[config.mk]
export PLATFORM = sky130hd
export DESIGN_NAME = vecfetch_unit
export DESIGN_NICKNAME = d
export VERILOG_FILES = /design/src/rtl/vf_pkg.sv /design/src/rtl/vf_rank_select.sv /design/src/rtl/vf_pend_flag.sv /design/src/rtl/vf_seq_fsm.sv /design/src/rtl/vecfetch_unit.sv
export SDC_FILE = /design/constraint.sdc
export NUM_CORES = 1
export LEC_CHECK = 0
export BUFFER_PORTS_ARGS = -buffer_cell sky130_fd_sc_hd__buf_4
export CAP_MARGIN = 20
export CORE_MARGIN = 3
export CORE_UTILIZATION = 29
export CTS_BUF_LIST = sky130_fd_sc_hd__clkbuf_16
export DETAILED_ROUTE_END_ITERATION = 7
export HOLD_SLACK_MARGIN = 0.06
export PLACE_DENSITY = 0.53
export SLEW_MARGIN = 0
export SYNTH_ARGS = -nofsm -noshare
export SYNTH_HDL_FRONTEND = slang
export SYNTH_SLANG_ARGS = --single-unit
[constraint.sdc]
create_clock -name clk -period 1.89 [get_ports clk]
set_clock_uncertainty 0.2 [all_clocks]
set_input_delay 0.378 -clock clk [delete_from_list [all_inputs] [get_ports clk]]
set_output_delay 0.378 -clock clk [all_outputs]
set_load 0.005 [all_outputs]
[src/rtl/vf_pkg.sv]
package vf_pkg;

    // Sequencer states, visited in this fixed order for each fetch.
    typedef enum logic [2:0] {
        ST_IDLE    = 3'd0,
        ST_SAMPLE  = 3'd1,
        ST_READ_HI = 3'd2,
        ST_READ_LO = 3'd3,
        ST_LOAD    = 3'd4
    } vf_state_e;

endpackage

[src/rtl/vf_rank_select.sv]
module vf_rank_select #(
    parameter int               NUM_SRC   = 15,
    parameter logic [NUM_SRC-1:0] RSVD_MASK = 15'h3802,
    parameter int               RANK_W    = 5,
    parameter int               OFF_W     = 8,
    parameter int               TOP_OFF   = 'hFE
) (
    input  logic [NUM_SRC-1:0] req_i,
    output logic [RANK_W-1:0]  rank_o,
    output logic [OFF_W-1:0]   off_o
);

    localparam int DEF_RANK = NUM_SRC + 1;

    logic [NUM_SRC-1:0] usable;

    // Reserved slots are tied low so they keep their rank but never win.
    genvar g;
    generate
        for (g = 0; g < NUM_SRC; g++) begin : g_slot
            if (RSVD_MASK[g]) begin : g_rsvd
                assign usable[g] = 1'b0;
            end else begin : g_live
                assign usable[g] = req_i[g];
            end
        end
    endgenerate

    // Scan from the lowest rank to the highest, so the best rank is written last.
    always_comb begin
        rank_o = RANK_W'(DEF_RANK);
        for (int i = NUM_SRC - 1; i >= 0; i--) begin
            if (usable[i]) begin
                rank_o = RANK_W'(i + 1);
            end
        end
    end

    // Each step down in rank moves the slot two bytes lower in the page.
    always_comb begin
        off_o = OFF_W'(TOP_OFF + 2 - 2 * int'(rank_o));
    end

endmodule

[src/rtl/vf_pend_flag.sv]
module vf_pend_flag (
    input  logic clk,
    input  logic rst_n,
    input  logic set_i,
    input  logic clr_i,
    output logic pend_o
);

    // Clear wins over set; the fetch sequence has no path into this flag.
    always_ff @(posedge clk or negedge rst_n) begin
        if (!rst_n) begin
            pend_o <= 1'b0;
        end else if (clr_i) begin
            pend_o <= 1'b0;
        end else if (set_i) begin
            pend_o <= 1'b1;
        end
    end

endmodule

[src/rtl/vf_seq_fsm.sv]
module vf_seq_fsm
    import vf_pkg::*;
#(
    parameter int PC_W     = 16,
    parameter int OFF_W    = 8,
    parameter int DATA_W   = 8,
    parameter int RANK_W   = 5,
    parameter int DEF_RANK = 16,
    parameter int DEF_OFF  = 'hE0
) (
    input  logic                   clk,
    input  logic                   rst_n,
    input  logic                   start_i,
    input  logic [PC_W-OFF_W-1:0]  page_i,
    input  logic [RANK_W-1:0]      sel_rank_i,
    input  logic [OFF_W-1:0]       sel_off_i,
    input  logic [DATA_W-1:0]      mem_data_i,
    output logic                   mem_rd_o,
    output logic [PC_W-1:0]        mem_addr_o,
    output logic                   pc_load_o,
    output logic                   done_o,
    output logic [2*DATA_W-1:0]    pc_new_o,
    output logic [RANK_W-1:0]      dbg_rank_o,
    output logic [OFF_W-1:0]       dbg_off_o
);

    localparam int PAGE_W = PC_W - OFF_W;

    vf_state_e            state_q, state_d;
    logic [PAGE_W-1:0]    page_q;
    logic [RANK_W-1:0]    rank_q;
    logic [OFF_W-1:0]     off_q;
    logic [DATA_W-1:0]    vhi_q, vlo_q;
    logic                 accept;

    assign accept = (state_q == ST_IDLE) && start_i;

    // State register
    always_ff @(posedge clk or negedge rst_n) begin
        if (!rst_n) begin
            state_q <= ST_IDLE;
        end else begin
            state_q <= state_d;
        end
    end

    // Next state
    always_comb begin
        state_d = state_q;
        unique case (state_q)
            ST_IDLE:    state_d = start_i ? ST_SAMPLE : ST_IDLE;
            ST_SAMPLE:  state_d = ST_READ_HI;
            ST_READ_HI: state_d = ST_READ_LO;
            ST_READ_LO: state_d = ST_LOAD;
            ST_LOAD:    state_d = ST_IDLE;
            default:    state_d = ST_IDLE;
        endcase
    end

    // Datapath registers: selection frozen at accept, vector bytes as they return
    always_ff @(posedge clk or negedge rst_n) begin
        if (!rst_n) begin
            page_q <= '0;
            rank_q <= RANK_W'(DEF_RANK);
            off_q  <= OFF_W'(DEF_OFF);
            vhi_q  <= '0;
            vlo_q  <= '0;
        end else begin
            if (accept) begin
                page_q <= page_i;
                rank_q <= sel_rank_i;
                off_q  <= sel_off_i;
            end
            if (state_q == ST_READ_HI) begin
                vhi_q <= mem_data_i;
            end
            if (state_q == ST_READ_LO) begin
                vlo_q <= mem_data_i;
            end
        end
    end

    // Outputs
    always_comb begin
        mem_rd_o   = 1'b0;
        mem_addr_o = {page_q, off_q};
        pc_load_o  = 1'b0;
        done_o     = 1'b0;
        unique case (state_q)
            ST_IDLE: begin
            end
            ST_SAMPLE: begin
                mem_rd_o = 1'b1;
            end
            ST_READ_HI: begin
                mem_rd_o   = 1'b1;
                mem_addr_o = {page_q, off_q[OFF_W-1:1], 1'b1};
            end
            ST_READ_LO: begin
            end
            ST_LOAD: begin
                pc_load_o = 1'b1;
                done_o    = 1'b1;
            end
            default: begin
            end
        endcase
    end

    assign pc_new_o   = {vhi_q, vlo_q};
    assign dbg_rank_o = rank_q;
    assign dbg_off_o  = off_q;

endmodule

[src/rtl/vecfetch_unit.sv]
module vecfetch_unit #(
    parameter int                 NUM_SRC   = 15,
    parameter logic [NUM_SRC-1:0] RSVD_MASK = 15'h3802,
    parameter int                 PC_W      = 16,
    parameter int                 DATA_W    = 8,
    parameter int                 TOP_OFF   = 'hFE
) (
    input  logic               clk,
    input  logic               rst_n,
    input  logic               start_i,
    input  logic [NUM_SRC-1:0] req_i,
    input  logic [PC_W-1:0]    pc_i,
    input  logic [DATA_W-1:0]  mem_data_i,
    input  logic               nmi_set_i,
    input  logic               nmi_clr_i,
    output logic               mem_rd_o,
    output logic [PC_W-1:0]    mem_addr_o,
    output logic               pc_load_o,
    output logic [PC_W-1:0]    pc_new_o,
    output logic               done_o,
    output logic               nmi_pend_o,
    output logic [$clog2(NUM_SRC+2)-1:0] dbg_rank_o,
    output logic [DATA_W-1:0]  dbg_off_o
);

    localparam int OFF_W    = DATA_W;
    localparam int PAGE_W   = PC_W - OFF_W;
    localparam int RANK_W   = $clog2(NUM_SRC + 2);
    localparam int DEF_RANK = NUM_SRC + 1;
    localparam int DEF_OFF  = TOP_OFF + 2 - 2 * DEF_RANK;

    logic [RANK_W-1:0] sel_rank;
    logic [OFF_W-1:0]  sel_off;

    vf_rank_select #(
        .NUM_SRC   (NUM_SRC),
        .RSVD_MASK (RSVD_MASK),
        .RANK_W    (RANK_W),
        .OFF_W     (OFF_W),
        .TOP_OFF   (TOP_OFF)
    ) u_rank (
        .req_i  (req_i),
        .rank_o (sel_rank),
        .off_o  (sel_off)
    );

    vf_seq_fsm #(
        .PC_W     (PC_W),
        .OFF_W    (OFF_W),
        .DATA_W   (DATA_W),
        .RANK_W   (RANK_W),
        .DEF_RANK (DEF_RANK),
        .DEF_OFF  (DEF_OFF)
    ) u_seq (
        .clk        (clk),
        .rst_n      (rst_n),
        .start_i    (start_i),
        .page_i     (pc_i[PC_W-1 -: PAGE_W]),
        .sel_rank_i (sel_rank),
        .sel_off_i  (sel_off),
        .mem_data_i (mem_data_i),
        .mem_rd_o   (mem_rd_o),
        .mem_addr_o (mem_addr_o),
        .pc_load_o  (pc_load_o),
        .done_o     (done_o),
        .pc_new_o   (pc_new_o),
        .dbg_rank_o (dbg_rank_o),
        .dbg_off_o  (dbg_off_o)
    );

    vf_pend_flag u_nmi (
        .clk    (clk),
        .rst_n  (rst_n),
        .set_i  (nmi_set_i),
        .clr_i  (nmi_clr_i),
        .pend_o (nmi_pend_o)
    );

endmodule

==> qor.csv <==
metric,value,unit
async_reset_ff_share,100,%
synth_edf_count,0,
synth.ff_latch_count,38,
overflow,0,
required,1.31,ns
yosysSeqAreaShare,55.3,%
finalSetupViolCount,0,
avgSynthCellArea,9.86,um2
cp-start-kind,flop,
die_h,83.1,um
final_min_period_over_clock_period,95.7,%
antennaDiodeCount,0,
postSynthCellCount,175,
min_period,1.81,ns
rsz0062_at_grt,false,
ys_warn_count,0,
ir_drop,603,uV
firstDrtPassIters,4,
r2r-start,u_seq.state_q[0]$_DFF_PN0_,
dp_slack,-0.145,ns
drcViolationCount,0,
power.density,1510,mW/mm2
drtIter0Drc,46,
track_usage,12.6,%
final_nets,309,
fmax,553,MHz
path_class,reg2out,
synth_cell_types,37,
vias,1486,
p_leak,1.36,nW
cts_buffer_depth,2,
synth_ff_type,dfrtp_1,
status,"finished, final reports clean",
grt_max_degree,39,
hold_viol,0,
met1_length,1890,um
gp_congestion,0.770,
syn_nets,220,
htree_levels,2,
worst_slack,0.0815,ns
dieWidth,83.1,um
drive_gt1_share,44.2,%
pin_count,93,
hold_ws,0.0844,ns
path_max_fanout,5,
antenna_found_initial,0,
grt_pass1_vias,1479,
dpl.hpwl,3000,um
numClockSinks,38,
numPortBuffers,79,
slew_violations,0,
end_kind,output pin,
wl,4240,um
arrival,1.23,ns
via_per_inst,4.41,
routed-wl-met2,2090,um
n_fill_cell,542,
rows,27,
dieArea,0.00691,mm2
start_util,30.6,%
core,0.00564,mm2
grt_pass1_wl,7070,um
drv_cap,0,
hp-start,pc_i[11],
wl_per_cell,12.6,um
synth_area,0.00173,mm2
topRoutingLayerUsed,met4,
wl_met3,220,um
final_util,47.2,%
cts_inserted_buffers,5,
ant_nets,0,
hp-class,in2reg,
area_growth,54.2,%
ff2ff_setup_slack,0.19,ns
tritoncts,done,
cts_root_buf,clkbuf_16,
clk_latency,0.27,ns
crit_path_start,u_seq.state_q[0]$_DFF_PN0_,
clkTransAtPathRegs,0.06,ns
repair_timing:
item / in CTS / in global routing
hold endpoints to repair: 36 / 0
endpoints found under the setup margin: 3 / 3
buffers inserted: 1 / 0
hold buffers: 2 / 0
gates resized for setup: 1 / 3
worst max-delay path, stage by stage, from the launching register on:
cell and delay (ns):
dfrtp_1 0.38, buf_4 0.16, nor3b_2 0.17, buf_4 0.14
buf_4 0.10
area by class of cell:
cell class	instances	area (um2)	area share, %
multi-input cells	118	681	25.6
flip-flops and latches	38	955	35.9
well taps	72	90.1	3.39
clock inverters	3	45.0	1.69
repair buffers	98	753	28.3
inverters	3	11.3	0.423
clock buffers	5	125	4.70
cell usage after synthesis (2+ instances only):
cell type  number  area share, %
nor3b_1         3            1.3
o21ai_1         3           0.87
mux2_1          8            5.2
nand2_1        61             13
a21oi_1         2           0.58
inv_1           2           0.44
nor3_1          2           0.58
buf_4          11            4.8
xnor2_1         2            1.0
dfrtp_1        35             51
o21ai_0         2           0.58
dfstp_2         3            4.6
nor2_1         11            2.4
nand2b_1        2           0.73
o31ai_1         3            1.3
buf_2           4            1.2
power by group:
| part | internal (W) | switching [W] | total, W |
|---|---|---|---|
| Combinational | 0.000956 | 0.000722 | 0.00168 |
| Sequential | 0.00118 | 0.000192 | 0.00138 |
| Clock | 0.000622 | 0.000329 | 0.000951 |
placed cells by master (no fill, tap or decap), types with 2 or more instances in the layout:
cell and count:
dfrtp_1 35, clkinvlp_4 2, nand2b_1 2, nor3b_2 2
clkbuf_16 5, inv_1 2, mux2_1 8, o21ai_0 2
nor2_1 11, o21ai_1 3, buf_4 95, o31ai_1 3
dfstp_2 3, nor3_1 2, dlygate4sd3_1 2, nand2_1 61
sequential cells by signal, summed over array words and instances, names as in the netlist:
register and cells:
u_seq.state_q 3, u_seq.vlo_q 8, u_seq.dbg_rank_o 5, u_nmi.pend_o 1
u_seq.page_q 8, u_seq.dbg_off_o 5, u_seq.vhi_q 8
final timing paths:
kind / endpoint / depth (start not counted)
worst min-delay path: u_seq.page_q[3]$_DFFE_PN0P_ / 3
max in group asynchronous: u_seq.dbg_rank_o[4]$_DFFE_PN1P_ / 2
worst max register to register: u_seq.dbg_rank_o[3]$_DFFE_PN0P_ / 3
worst min register to register: u_seq.dbg_rank_o[4]$_DFFE_PN1P_ / 2
worst max-delay path: mem_addr_o[0] / 4
min in group asynchronous: u_seq.vlo_q[5]$_DFFE_PN0N_ / 2
cell families (layout without fill, tap and decap cells):
logic type / Yosys count / after routing / synth area share [%]
and+or+nand+nor: 89 / 89 / 23.1
DFF: 38 / 38 / 55.3
buffers and inverters: 19 / 109 / 6.82
AOI/OAI and AO/OA: 17 / 17 / 7.61
muxes: 8 / 8 / 5.22
xor gates and xnor gates: 2 / 2 / 1.02
adders and majority gates: 1 / 1 / 0.725
other: 1 / 1 / 0.217
metrics by stage:
step / setup TNS [ns] / cells / power (W) / instance area [um2]
2_1_floorplan: 0 / 175 / 0.00212 / 1730
3_3_place_gp: -0.292 / 326 / 0.00303 / 2440
3_5_place_dp: -0.324 / 326 / 0.00304 / 2440
4_1_cts: 0 / 337 / 0.00406 / 2640
5_1_grt: 0 / 337 / 0.00431 / 2660
6_report: 0 / 337 / 0.00400 / 2660
routing by layer:
metal | global-route usage [%] | vias up
met3 | 3.67 | 2
met1 | 15.6 | 697
li1 | - | 742
met4 | 4.46 | 0
met2 | 20.8 | 45
met5 | 0 | -
(Power assumes the default switching activity.)
